<file path="src/rtl/prbs_pkg.sv">
package prbs_pkg;

  typedef enum logic [1:0] {
    PRBS_LEN5  = 2'd0,
    PRBS_LEN7  = 2'd1,
    PRBS_LEN23 = 2'd2,
    PRBS_LEN31 = 2'd3
  } prbs_mode_e;

  // Longest register any mode needs.
  localparam int PRBS_MAX_STAGES = 31;

  // Number of stages used by a mode.
  function automatic int stages_of(prbs_mode_e m);
    case (m)
      PRBS_LEN5:  return 5;
      PRBS_LEN7:  return 7;
      PRBS_LEN23: return 23;
      default:    return 31;
    endcase
  endfunction

  // Lower feedback tap; the upper tap is always the top active stage.
  function automatic int low_tap_of(prbs_mode_e m);
    case (m)
      PRBS_LEN5:  return 2;
      PRBS_LEN7:  return 5;
      PRBS_LEN23: return 17;
      default:    return 27;
    endcase
  endfunction

endpackage

</file>
<file path="src/rtl/prbs_tap_sel.sv">
module prbs_tap_sel
  import prbs_pkg::*;
#(
  parameter int MAXW = PRBS_MAX_STAGES,
  localparam int IW = $clog2(MAXW)
) (
  input  prbs_mode_e       mode_i,
  output logic [MAXW-1:0]  mask_o,
  output logic [IW-1:0]    top_o
);

  // One mask bit per stage, set when the stage is inside the active width.
  for (genvar i = 0; i < MAXW; i++) begin : g_mask
    assign mask_o[i] = (i < stages_of(mode_i));
  end

  assign top_o = IW'(stages_of(mode_i) - 1);

endmodule

</file>
<file path="src/rtl/prbs_lock_guard.sv">
module prbs_lock_guard #(
  parameter int MAXW = 31
) (
  input  logic [MAXW-1:0] state_i,
  input  logic [MAXW-1:0] mask_i,
  input  logic [MAXW-1:0] seed_i,
  input  logic            inv_i,
  output logic [MAXW-1:0] dflt_o,
  output logic [MAXW-1:0] seed_o,
  output logic            lock_o
);

  logic [MAXW-1:0] stuck_val;
  logic [MAXW-1:0] seed_m;

  // XOR locks at zero, XNOR locks at all ones; the default is the opposite.
  assign stuck_val = inv_i ? mask_i : '0;
  assign dflt_o    = inv_i ? '0 : mask_i;
  assign lock_o    = ((state_i & mask_i) == stuck_val);
  assign seed_m    = seed_i & mask_i;
  assign seed_o    = (seed_m == stuck_val) ? dflt_o : seed_m;

endmodule

</file>
<file path="src/rtl/prbs_shift_core.sv">
module prbs_shift_core
  import prbs_pkg::*;
#(
  parameter int MAXW = PRBS_MAX_STAGES,
  localparam int IW = $clog2(MAXW)
) (
  input  logic            clk,
  input  logic            rst,
  input  logic            en_i,
  input  logic            ld_i,
  input  prbs_mode_e      mode_i,
  input  logic            inv_i,
  input  logic [MAXW-1:0] mask_cur_i,
  input  logic [IW-1:0]   top_cur_i,
  input  logic [MAXW-1:0] mask_new_i,
  input  logic [IW-1:0]   top_new_i,
  input  logic [MAXW-1:0] dflt_cur_i,
  input  logic [MAXW-1:0] seed_ok_i,
  input  logic            lock_i,
  output logic [MAXW-1:0] state_o,
  output prbs_mode_e      cfg_mode_o,
  output logic            cfg_inv_o,
  output logic            bit_o,
  output logic            wrap_o
);

  logic [MAXW-1:0] st_q, st_d, start_q, shifted, dflt_new;
  prbs_mode_e      cfg_mode_q;
  logic            cfg_inv_q, cfg_chg, fb, step;
  logic [IW-1:0]   low_idx;
  logic            bit_q, wrap_q;

  assign cfg_chg  = (mode_i != cfg_mode_q) || (inv_i != cfg_inv_q);
  assign dflt_new = inv_i ? '0 : mask_new_i;
  assign low_idx  = IW'(low_tap_of(cfg_mode_q));
  assign fb       = st_q[top_cur_i] ^ st_q[low_idx] ^ cfg_inv_q;
  assign shifted  = {st_q[MAXW-2:0], fb} & mask_cur_i;

  // Priority: reset / configuration change, seed load, lock-up escape, shift.
  always_comb begin
    st_d = st_q;
    step = 1'b0;
    if (rst || cfg_chg) begin
      st_d = dflt_new;
    end else if (ld_i) begin
      st_d = seed_ok_i;
    end else if (lock_i) begin
      st_d = dflt_cur_i;
    end else if (en_i) begin
      st_d = shifted;
      step = 1'b1;
    end
  end

  always_ff @(posedge clk) begin
    st_q       <= st_d;
    cfg_mode_q <= mode_i;
    cfg_inv_q  <= inv_i;
    if (rst || cfg_chg) begin
      start_q <= dflt_new;
    end
    bit_q  <= st_d[top_new_i];
    wrap_q <= step && (shifted == start_q);
  end

  assign state_o    = st_q;
  assign cfg_mode_o = cfg_mode_q;
  assign cfg_inv_o  = cfg_inv_q;
  assign bit_o      = bit_q;
  assign wrap_o     = wrap_q;

endmodule

</file>
<file path="src/rtl/prbs_gen.sv">
module prbs_gen
  import prbs_pkg::*;
#(
  parameter int MAXW = PRBS_MAX_STAGES
) (
  input  logic            clk,
  input  logic            rst,
  input  logic            en,
  input  logic [1:0]      mode,
  input  logic            xnor_fb,
  input  logic            seed_ld,
  input  logic [MAXW-1:0] seed,
  output logic            prbs_bit,
  output logic            wrap
);

  localparam int IW = $clog2(MAXW);

  logic [MAXW-1:0] state_w, mask_cur, mask_new, dflt_cur, seed_ok;
  logic [IW-1:0]   top_cur, top_new;
  prbs_mode_e      cfg_mode_w, mode_e;
  logic            cfg_inv_w, lock_w;

  assign mode_e = prbs_mode_e'(mode);

  prbs_tap_sel #(.MAXW(MAXW)) cur_sel_i (
    .mode_i (cfg_mode_w),
    .mask_o (mask_cur),
    .top_o  (top_cur)
  );

  prbs_tap_sel #(.MAXW(MAXW)) new_sel_i (
    .mode_i (mode_e),
    .mask_o (mask_new),
    .top_o  (top_new)
  );

  prbs_lock_guard #(.MAXW(MAXW)) guard_i (
    .state_i (state_w),
    .mask_i  (mask_cur),
    .seed_i  (seed),
    .inv_i   (cfg_inv_w),
    .dflt_o  (dflt_cur),
    .seed_o  (seed_ok),
    .lock_o  (lock_w)
  );

  prbs_shift_core #(.MAXW(MAXW)) core_i (
    .clk        (clk),
    .rst        (rst),
    .en_i       (en),
    .ld_i       (seed_ld),
    .mode_i     (mode_e),
    .inv_i      (xnor_fb),
    .mask_cur_i (mask_cur),
    .top_cur_i  (top_cur),
    .mask_new_i (mask_new),
    .top_new_i  (top_new),
    .dflt_cur_i (dflt_cur),
    .seed_ok_i  (seed_ok),
    .lock_i     (lock_w),
    .state_o    (state_w),
    .cfg_mode_o (cfg_mode_w),
    .cfg_inv_o  (cfg_inv_w),
    .bit_o      (prbs_bit),
    .wrap_o     (wrap)
  );

endmodule

</file>
<file path="config.mk">
export PLATFORM = sky130hd
export DESIGN_NAME = prbs_gen
export DESIGN_NICKNAME = d
export VERILOG_FILES = /design/src/rtl/prbs_pkg.sv /design/src/rtl/prbs_tap_sel.sv /design/src/rtl/prbs_lock_guard.sv /design/src/rtl/prbs_shift_core.sv /design/src/rtl/prbs_gen.sv
export SDC_FILE = /design/constraint.sdc
export NUM_CORES = 1
export LEC_CHECK = 0
export BUFFER_PORTS_ARGS = -buffer_cell sky130_fd_sc_hd__buf_2
export CAP_MARGIN = 0
export CORE_AREA = 2 2 123 77
export CTS_CLUSTER_DIAMETER = 200
export CTS_CLUSTER_SIZE = 8
export DETAILED_ROUTE_END_ITERATION = 6
export DIE_AREA = 0 0 125 79
export MAX_ROUTING_LAYER = met4
export PLACE_DENSITY = 0.61
export SYNTH_ARGS = -nofsm -noshare
export SYNTH_HDL_FRONTEND = slang
export SYNTH_SLANG_ARGS = --single-unit
export TNS_END_PERCENT = 50
</file>
<file path="constraint.sdc">
create_clock -name clk -period 2.87 [get_ports clk]
set_input_delay 0.287 -clock clk [delete_from_list [all_inputs] [get_ports clk]]
set_output_delay 0.287 -clock clk [all_outputs]
set_load 0.005 [all_outputs]
</file>
# --- After elaboration in Yosys (flattened, before gate mapping) ---
# Cells that the tools add are included.
totals:
  regBits: 67
  elab_cells: 113
  output_inout_bits: 2
  in_bits: 38
op_classes:
  magnitude_cmp: 65
  reduce_logical: 5
  n_eq_ne: 9
  add_sub_neg: 2
  mux: 21
  bitwise: 5
ops:
  columns: ["cell", "count"]
  rows:
  - ["31-bit two-way mux", 8]
  - ["5-bit less-than comparator, first input constant", 30]
  - ["31-bit AND", 3]
  - ["31-bit == test", 3]
  - ["4-bit by 5-bit less-than comparator with 1-bit output, first input constant", 16]
  - ["5-bit case mux with 3 select lines", 3]
  - ["3-bit by 5-bit less-than comparator with 1-bit output, first input constant", 8]
  - ["1-bit by 5-bit less-than comparator with 1-bit output, first input constant", 4]
  - ["2-bit by 5-bit less-than comparator with 1-bit output, first input constant", 4]
  - ["5-bit by 6-bit less-than comparator with 1-bit output, second input constant", 3]
  - ["1-bit binary-select mux with 5-bit select", 3]
  - ["5-bit by 1-bit subtractor with 5-bit output, second input constant", 2]
  - ["1-bit two-way mux", 7]
  - ["2-bit by 1-bit == test with 1-bit output, second input constant", 2]
  - ["2-bit == test, second input constant", 2]
  - ["2-bit zero test", 2]
  - ["1-bit logical OR", 2]
  - ["2-bit inequality test", 1]
  - ["1-bit bitwise XOR", 2]
  - ["1-bit logical AND", 1]
  - ["1-bit inequality test", 1]

# --- Depth between registers and ports, before layout ---
# Gate-level depths: netlist of run 1.
depth:
  word_depth: 14
  mapped_depth: 14
  depth_no_buf: 10

# --- By module ---
# Synthesis of run 1 repeated with hierarchy kept, for this count alone.
unflattened:
  hier_cells: 809
  hier_area_um2: 6747.7
modules_own_cells:
  columns: ["module", "n_inst", "cells_each", "area_per_inst_um2", "seq_area_each_um2"]
  rows:
  - ["prbs_shift_core", 1, 488, 4623.2, 1651.6]
  - ["prbs_lock_guard", 1, 237, 1488.9, 0.0]
  - ["prbs_tap_sel", 2, 42, 317.8, 0.0]

# --- Worst setup path after synthesis of run 1 ---
# Ideal clock, no wire load.
synth_timing:
  path_kind: "flip-flop to flip-flop"
  start: "reg core_i.cfg_mode_q[1] (netlist: core_i.cfg_mode_o[1])"
  end: "reg core_i.st_q[15] (netlist: core_i.state_o[15]) (data pin)"
  n_path_buf: 3
  required_time_ns: 2.594
  stages_incl_launch_ff: 13
  setup_ns: 0.276
  arrival_time_ns: 2.594
  period_less_slack_ns: 2.870
  path_slack_ns: 0.000
  path_cell_list: "dfxtp_1 -> buf_2 -> inv_2 -> ha_1 -> buf_6 -> nor2b_1 -> o31a_1 -> a32o_1 -> and4_4 -> a21oi_2 -> clkbuf_1 -> a21boi_0 -> o31ai_1"
synth_between:
  elab_chain_cells: 8
  elab_cells_between_ends: 50
  classes_between: "order compare: 31; eq/ne: 5; mux: 8; bitwise: 3; reduce/logical: 3"
synth_lines:
  columns: ["item", "line", "rtl"]
  rows:
  - ["from (decl)", "prbs_shift_core.sv:28", "prbs_mode_e cfg_mode_q;"]
  - ["from (signal assigned)", "prbs_shift_core.sv:57", "cfg_mode_q <= mode_i;"]
  - ["2-bit == test (tied with other cells)", "prbs_pkg.sv:15", "case (m)"]
  - ["5-bit case mux with 3 select lines", "prbs_pkg.sv:15", null]
  - ["1-bit by 5-bit less-than comparator with 1-bit output (tied with other cells)", "prbs_tap_sel.sv:14", "assign mask_o[i] = (i < stages_of(mode_i));"]
  - ["31-bit AND (tied with other cells)", "prbs_lock_guard.sv:19", "assign lock_o = ((state_i & mask_i) == stuck_val);"]
  - ["31-bit == test (tied with other cells)", "prbs_lock_guard.sv:19", null]
  - ["31-bit two-way mux (on tied branches)", "prbs_shift_core.sv:47, prbs_lock_guard.sv:21", null]
  - ["31-bit two-way mux", "prbs_shift_core.sv:45", "end else if (ld_i) begin"]
  - ["31-bit two-way mux (*)", "prbs_shift_core.sv:43", "if (rst || cfg_chg) begin"]
  - ["named net core_i.st_d[15]", "prbs_shift_core.sv:27", "logic [MAXW-1:0] st_q, st_d, start_q, shifted, dflt_new;"]
  - ["to (signal assigned)", "prbs_shift_core.sv:56", "st_q <= st_d;"]
  - ["to (decl)", "prbs_shift_core.sv:27", null]
# The timed path passes the listed nets; every way through them passes the cells marked *.
# A chain may end at the register's enable or synchronous reset.

# --- Worst setup path after layout of run 1 ---
layout_timing:
  start: "reg core_i.cfg_mode_q[0] (netlist: core_i.cfg_mode_o[0])"
  end: "reg core_i.bit_q (netlist: core_i.bit_o)"
layout_between:
  elab_chain_cells: 14
  elab_cells_between_ends: 60
  classes_between: "add/sub: 1; order compare: 31; eq/ne: 5; mux: 15; bitwise: 5; reduce/logical: 3"
layout_lines:
  columns: ["item", "line", "rtl"]
  rows:
  - ["2-bit == test (tied with other cells)", "prbs_pkg.sv:15, prbs_pkg.sv:25", null]
  - ["5-bit case mux with 3 select lines", "prbs_pkg.sv:15", null]
  - ["5-bit by 1-bit subtractor with 5-bit output", "prbs_tap_sel.sv:17", "assign top_o = IW'(stages_of(mode_i) - 1);"]
  - ["1-bit binary-select mux with 5-bit select", "prbs_shift_core.sv:36", "assign fb = st_q[top_cur_i] ^ st_q[low_idx] ^ cfg_inv_q;"]
  - ["1-bit two-way mux (not written as such)", "prbs_shift_core.sv:36", null]
  - ["1-bit bitwise XOR (2 in a row)", "prbs_shift_core.sv:36", null]
  - ["31-bit AND", "prbs_shift_core.sv:37", "assign shifted = {st_q[MAXW-2:0], fb} & mask_cur_i;"]
  - ["31-bit two-way mux", "prbs_shift_core.sv:49", "end else if (en_i) begin"]
  - ["31-bit two-way mux", "prbs_shift_core.sv:47", "end else if (lock_i) begin"]
  - ["31-bit two-way mux", "prbs_shift_core.sv:45", null]
  - ["31-bit two-way mux (*)", "prbs_shift_core.sv:43", null]
  - ["1-bit binary-select mux with 5-bit select (*)", "prbs_shift_core.sv:62", "bit_q <= st_d[top_new_i];"]
  - ["1-bit two-way mux (not written as such) (*)", "prbs_shift_core.sv:62", null]
  - ["to (signal assigned)", "prbs_shift_core.sv:62", null]
  - ["to (decl)", "prbs_shift_core.sv:31", "logic bit_q, wrap_q;"]
# Every way passes the cells marked *; elsewhere a longest branch is shown, timed or not. The select of a mux whose other input is x is not followed.

==> results of run 1 <==
-- layer usage --
layer | share of wire [%] | GRT usage, % | vias up
li1 | - | - | 1654
met1 | 48 | 35.70 | 1681
met2 | 40 | 30.22 | 195
met3 | 11 | 5.728 | 11
met4 | 0.71 | 3.778 | 0
met5 | 0 | - | -
-- flip-flops by register name (all words and copies together), names as in the netlist --
register / count
core_i.cfg_mode_o: 2
core_i.cfg_inv_o: 1
core_i.wrap_o: 1
core_i.start_q: 5
core_i.bit_o: 1
core_i.state_o: 31
-- how the worst max path moves through the flow --
stage | slack (ps) | end | depth (start not counted) | from
3_5_place_dp | -60 | core_i.bit_o$_DFF_P_ | 10 | core_i.cfg_mode_o[0]$_DFF_P_
4_1_cts | 10 | core_i.state_o[8]$_DFFE_PP_ | 10 | core_i.cfg_mode_o[0]$_DFF_P_
6_report | 80 | core_i.bit_o$_DFF_P_ | 9 | core_i.cfg_mode_o[0]$_DFF_P_
3_3_place_gp | -60 | core_i.bit_o$_DFF_P_ | 10 | core_i.cfg_mode_o[0]$_DFF_P_
5_1_grt | 7 | core_i.state_o[17]$_DFFE_PP_ | 10 | core_i.state_o[16]$_DFFE_PP_
2_1_floorplan | 0.3 | core_i.state_o[15]$_DFFE_PP_ | 12 | core_i.cfg_mode_o[1]$_DFF_P_
-- stage by stage --
stage	instances	util (%)	TNS, ps	total power, mW	setup slack [ps]
detailed placement	564	44.05	-59.75	1.151	-59.75
global route	572	46.66	0	1.828	7.004
global placement	564	44.05	-62.66	1.149	-62.66
CTS	572	45.75	0	1.734	9.523
finish	572	46.66	0	1.753	82.52
floorplan	403	-	0	0.9849	0.2760
-- critical path, delay by kind of cell (launching register included) --
| kind | cells | cell delay [ps] |
|---|---|---|
| compound gates | 4 | 950 |
| fa+ha+maj | 1 | 310 |
| buf+inv | 1 | 160 |
| flops | 1 | 320 |
| simple gates | 3 | 980 |
-- synth_stat cells, types with 3 or more instances --
library cell	count	area [µm²]
nand2_1	34	127.6
edfxtp_1	28	840.8
o21ai_0	23	115.1
a21oi_1	21	105.1
a31oi_1	21	131.4
inv_1	20	75.07
nor2_1	20	75.07
o31ai_1	20	150.1
clkbuf_1	18	67.56
nand3_1	18	90.09
a21boi_0	14	105.1
dfxtp_1	13	260.3
nand2b_1	10	62.56
nand4_1	10	62.56
buf_2	9	45.04
nor3_1	9	45.04
o211ai_1	9	67.56
nor4_1	8	50.05
mux4_2	7	157.7
a211o_1	6	52.55
ha_1	6	75.07
mux2i_1	5	50.05
nor2b_1	5	31.28
a211oi_1	4	30.03
and3_1	4	25.02
buf_6	4	45.04
o21a_1	4	30.03
xor2_1	4	35.03
and2_1	3	18.77
or4_1	3	22.52
xnor2_1	3	26.28
-- power groups by stage --
stage | Clock (mW) | Combinational, mW | Sequential (mW)
final | 0.589 | 0.428 | 0.736
after global routing | 0.618 | 0.468 | 0.741
after detailed placement | 0 | 0.405 | 0.745
after global placement | 0 | 0.404 | 0.746
after floorplan | 0 | 0.259 | 0.726
after CTS | 0.592 | 0.409 | 0.733
-- cell families (layout without fill, tap and decap cells) --
family	after synthesis	in the layout	share of synthesized area [%]
AO/OA/AOI/OAI	146	146	29.46
AND/OR/NAND/NOR	136	136	20.49
buffers and inverters	53	106	7.135
flip-flops	41	41	32.20
multiplexers	14	14	6.733
XOR/XNOR	7	7	1.793
adder cells (fa/ha/maj)	6	6	2.195
-- layout by cell type, fill, tap and decap left out, drive strengths merged, types with 8 or more instances in the layout --
cell    netlist  routed
buf          14      77
nand2        34      34
edfxtp       28      28
o21ai        25      25
a21oi        22      22
nor2         22      22
a31oi        21      21
inv          21      21
o31ai        20      20
nand3        18      18
a21boi       14      14
dfxtp        13      13
nand2b       10      10
nand4        10      10
o211ai        9       9
nor3          9       9
nor4          8       8
-- timing repair --
| item | in CTS | in global routing |
|---|---|---|
| endpoints found under the hold margin | 0 | 0 |
| resized for setup | 1 | 17 |
| setup buffers | 0 | 0 |
| pin swaps | 0 | 2 |
| setup endpoints to repair | 1 | 50 |
-- cell type report --
type | instances | area (µm²) | share of cell area [%]
clock buffers | 6 | 138.9 | 3.363
clock inverters | 2 | 8.758 | 0.2121
inverters | 21 | 78.83 | 1.909
multi-input cells | 309 | 2165 | 52.41
flip-flops and latches | 41 | 1101 | 26.66
well taps | 116 | 145.1 | 3.514
repair buffers | 77 | 493.0 | 11.94
==> flow_metrics.env, run 1 <==
export IMPL_grt_remaining_overflow=0
export IMPL_clkTransAtPathRegs_ps=60
export IMPL_dpl_cell_area_um2=3899
export IMPL_critical_path_class="register to register"
export IMPL_arrival_ps=3020
export IMPL_path_cells="buf_4, ha_1, a2111o_1, a32oi_1, and4_4, a21oi_4, o21a_1, or4_1, nand4_1"
export IMPL_drv_cap=0
export IMPL_hold_ws_ps=158.4
export IMPL_groute_usage_overall_pct=23.08
export IMPL_hp_start="xnor_fb"
export IMPL_setup_violations=0
export IMPL_die_w_um=125
export IMPL_combPwrFrac_pct=24.4
export IMPL_power_density_nw_per_um2=424.5
export IMPL_end_kind="register"
export IMPL_yosysWarnings=0
export IMPL_syn_inst=403
export IMPL_cp_start_kind="register"
export IMPL_p_int_mw=1.215
export IMPL_numPortBuffers=39
export IMPL_avgViaCountPerCell=6.191
export IMPL_root_buffer="clkbuf_16"
export IMPL_switchingPower_uw=538.1
export IMPL_r2r_cells=9
export IMPL_crit_required_ps=3100
export IMPL_relSlewSlack_pct=63.66
export IMPL_clk_latency_ps=300
export IMPL_swShare_pct=30.69
export IMPL_clkPwrFrac_pct=33.6
export IMPL_seqPwrFrac_pct=42.0
export IMPL_ys_types=61
export IMPL_synth_seq_cells=41
export IMPL_vias=3541
export IMPL_rsz0062_at_grt="no"
export IMPL_synth_fp_nets=447
export IMPL_rows=27
export IMPL_drc=0
export IMPL_wl_per_cell_um=19.10
export IMPL_detail_route_antenna_nets=0
export IMPL_num_fill_cells=878
export IMPL_numCtsBuffers=5
export IMPL_dp_hpwl_mm=8.351
export IMPL_rr_endpoint="core_i.bit_o$_DFF_P_"
export IMPL_cp_slowest_cell="or4_1"
export IMPL_min_period_ps=2787
export IMPL_core_area_um2=8851
export IMPL_final_max_slew_violation_count=0
export IMPL_fin_area_um2=4130
export IMPL_syn_area_um2=3420
export IMPL_die_area_um2=9875
export IMPL_drt_initial_drc_count=336
export IMPL_cts_hold_buf=0
export IMPL_clkSinkCount=41
export IMPL_antenna_found_initial=0
export IMPL_clockBufferDepth=2
export IMPL_grt_max_degree=24
export IMPL_outcome="finished clean"
export IMPL_fmax_mhz=358.7
export IMPL_firstDrtPassIters=5
export IMPL_crit_fanout=16
export IMPL_hold_viol=0
export IMPL_crit_reg2reg_launch="core_i.cfg_mode_o[0]$_DFF_P_"
export IMPL_avgSynthCellArea_um2=8.485
export IMPL_skew_ps=9.477
export IMPL_grt_pass1_wl_mm=17.44
export IMPL_min_path_type="input pin to register"
export IMPL_start_util_pct=38.63
export IMPL_whs_endpoint="core_i.cfg_inv_o$_DFF_P_"
export IMPL_max_stage_delay_ps=530
export IMPL_synth_seq_area_share_pct=32.20
export IMPL_synthArstFlopShare_pct=0
export IMPL_period_share_pct=97.12
export IMPL_power_leakage_nw=1.627
export IMPL_r2r_slack_ps=80
export IMPL_grt_pass1_vias=3155
export IMPL_io_pins=40
export IMPL_areaGrowthSynthToFinish_pct=20.78
export IMPL_worst_pin_slew_ps=543.8
export IMPL_die_y_um=79
export IMPL_num_antenna_cells=0
export IMPL_synth_edf_count=28
export IMPL_h_tree_depth=2
export IMPL_gp_congestion=0.9396
export IMPL_cts_tree="yes"
export IMPL_ir_drop_v=0.0002814
export IMPL_synth_ff_type="edfxtp_1"
export IMPL_layout_drive_gt1_share_pct=25.22
export IMPL_routed_wl_mm=10.92
export IMPL_whs_path_depth=1
export IMPL_final_nets=499
Power figures use the tool's default switching activity.
==> run 2: changes to the inputs <==
--- a/config.mk
+++ b/config.mk
@@ -7,11 +7,11 @@
 export LEC_CHECK = 0
 export BUFFER_PORTS_ARGS = -buffer_cell sky130_fd_sc_hd__buf_2
 export CAP_MARGIN = 0
-export CORE_AREA = 2 2 123 77
+export CORE_AREA = 3 3 124 78
 export CTS_CLUSTER_DIAMETER = 200
 export CTS_CLUSTER_SIZE = 8
 export DETAILED_ROUTE_END_ITERATION = 6
-export DIE_AREA = 0 0 125 79
+export DIE_AREA = 0 0 127 81
 export MAX_ROUTING_LAYER = met4
 export PLACE_DENSITY = 0.61
 export SYNTH_ARGS = -nofsm -noshare
==> flow_metrics.env, run 2 (synthesis results as in run 1) <==
export IMPL_cp_start_kind="register"
export IMPL_num_antenna_cells=0
export IMPL_die_y_um=81
export IMPL_io_pins=40
export IMPL_largest_reg_flops=31
export IMPL_h_tree_depth=2
export IMPL_seqPwrFrac_pct=43.1
export IMPL_firstDrtPassIters=6
export IMPL_hold_viol=0
export IMPL_min_path_type="input pin to register"
export IMPL_numCtsBuffers=5
export IMPL_top_layer="met4"
export IMPL_arrival_ps=2920
export IMPL_total_power_mw=1.725
export IMPL_cts_tree="yes"
export IMPL_power_density_nw_per_um2=412.6
export IMPL_clockBufferDepth=2
export IMPL_p_int_mw=1.190
export IMPL_root_buffer="clkbuf_16"
export IMPL_groute_usage_overall_pct=23.32
export IMPL_vias=3584
export IMPL_grt_pass1_wl_mm=18.05
export IMPL_dp_cells=564
export IMPL_final_cell_mix="buf_4, buf_2, nand2_1"
export IMPL_num_fill_cells=820
export IMPL_final_max_slew_violation_count=0
export IMPL_worst_pin_slew_ps=556.3
export IMPL_areaGrowthSynthToFinish_pct=22.25
export IMPL_dr_wl_met3_mm=1.132
export IMPL_combPwrFrac_pct=24.9
export IMPL_hold_ws_ps=165.8
export IMPL_gp_congestion=0.9808
export IMPL_relSlewSlack_pct=62.82
export IMPL_crit_fanout=15
export IMPL_wl_per_cell_um=20.18
export IMPL_antenna_found_initial=0
export IMPL_clkSinkCount=41
export IMPL_switchingPower_uw=535.2
export IMPL_power_leakage_nw=1.662
export IMPL_final_nets=508
export IMPL_drt_initial_drc_count=439
export IMPL_detail_route_antenna_nets=0
export IMPL_die_area_um2=10290
export IMPL_die_w_um=127
export IMPL_outcome="finished clean"
export IMPL_final_cells=576
export IMPL_clkPwrFrac_pct=32.1
export IMPL_fmax_mhz=362.4
export IMPL_numPortBuffers=39
export IMPL_setup_violations=0
export IMPL_wl_met2_mm=4.679
export IMPL_period_share_pct=96.16
export IMPL_layout_drive_gt1_share_pct=26.51
export IMPL_final_common_cell="buf_4"
export IMPL_cts_hold_buf=0
export IMPL_routed_wl_mm=11.62
export IMPL_rows=26
export IMPL_setup_ws_ps=110.3
export IMPL_dp_hpwl_mm=8.834
export IMPL_skew_ps=3.020
export IMPL_drv_cap=0
export IMPL_drc=0
export IMPL_final_util_pct=49.05
export IMPL_clk_latency_ps=290
export IMPL_end_kind="register"
export IMPL_core_area_um2=8523
export IMPL_ir_drop_v=0.0001964
export IMPL_min_period_ps=2760
export IMPL_route_layer_met1_wl_mm=5.732
export IMPL_grt_remaining_overflow=0
export IMPL_dp_slack_ps=-146.2
export IMPL_swShare_pct=31.03
export IMPL_grt_pass1_vias=3193
export IMPL_critical_path_class="register to register"
export IMPL_avgViaCountPerCell=6.222
export IMPL_grt_max_degree=35
export IMPL_clkTransAtPathRegs_ps=60
export IMPL_start_util_pct=40.12
export IMPL_crit_required_ps=3030
run 2: path summary, 6_finish.rpt:
kind | slack (ps) | end | cells past startpoint | startpoint
worst max-delay path | 110 | core_i.bit_o$_DFF_P_ | 10 | core_i.cfg_mode_o[1]$_DFF_P_
worst min-delay path | 170 | core_i.cfg_inv_o$_DFF_P_ | 1 | xnor_fb
worst max register to register | 110 | core_i.bit_o$_DFF_P_ | 10 | core_i.cfg_mode_o[1]$_DFF_P_
worst min register to register | 640 | core_i.wrap_o$_DFF_P_ | 2 | core_i.start_q[4]$_DFFE_PP_
run 2: repair_timing:
item / CTS / global route
setup buffers: 0 / 5
endpoints found under the setup margin: 8 / 27
gates resized for setup: 2 / 17
pin swaps: 0 / 6
run 2: cell type report:
cell class | count | area (µm²) | area share [%]
timing repair buffer | 86 | 568.0 | 13.59
clock buffer | 6 | 128.9 | 3.083
multi-input combinational | 309 | 2157 | 51.60
inverter | 21 | 78.83 | 1.886
tap | 112 | 140.1 | 3.352
clock inverter | 1 | 3.754 | 0.08979
sequential | 41 | 1104 | 26.40
run 2: power by group through the flow:
stage	clock (mW)	sequential, mW	combinational, mW
global route	0.580	0.748	0.467
detailed placement	0	0.751	0.404
floorplan	0	0.726	0.259
global placement	0	0.751	0.400
finish	0.553	0.743	0.429
CTS	0.558	0.739	0.408
run 2: worst max-delay path: stages (launching register included):
cell,delay [ps]
dfxtp_2,350
buf_4,170
ha_2,240
a2111o_1,390
a32oi_2,230
and4_4,340
buf_8,170
mux2i_2,240
nor3_1,100
o31ai_1,290
nand4_1,110
run 2: metrics by stage:
step / instance area [µm²] / setup TNS [ps]
floorplan: 3420 / 0
global placement: 3924 / -86.68
detailed placement: 3924 / -239.3
CTS: 4069 / -3.550
global route: 4180 / -20.14
finish: 4180 / 0
run 2: layer usage:
layer / global-route usage (%) / up-vias
met5: - / -
met4: 3.961 / 0
met3: 4.731 / 7
met2: 30.49 / 189
li1: - / 1672
met1: 36.58 / 1716
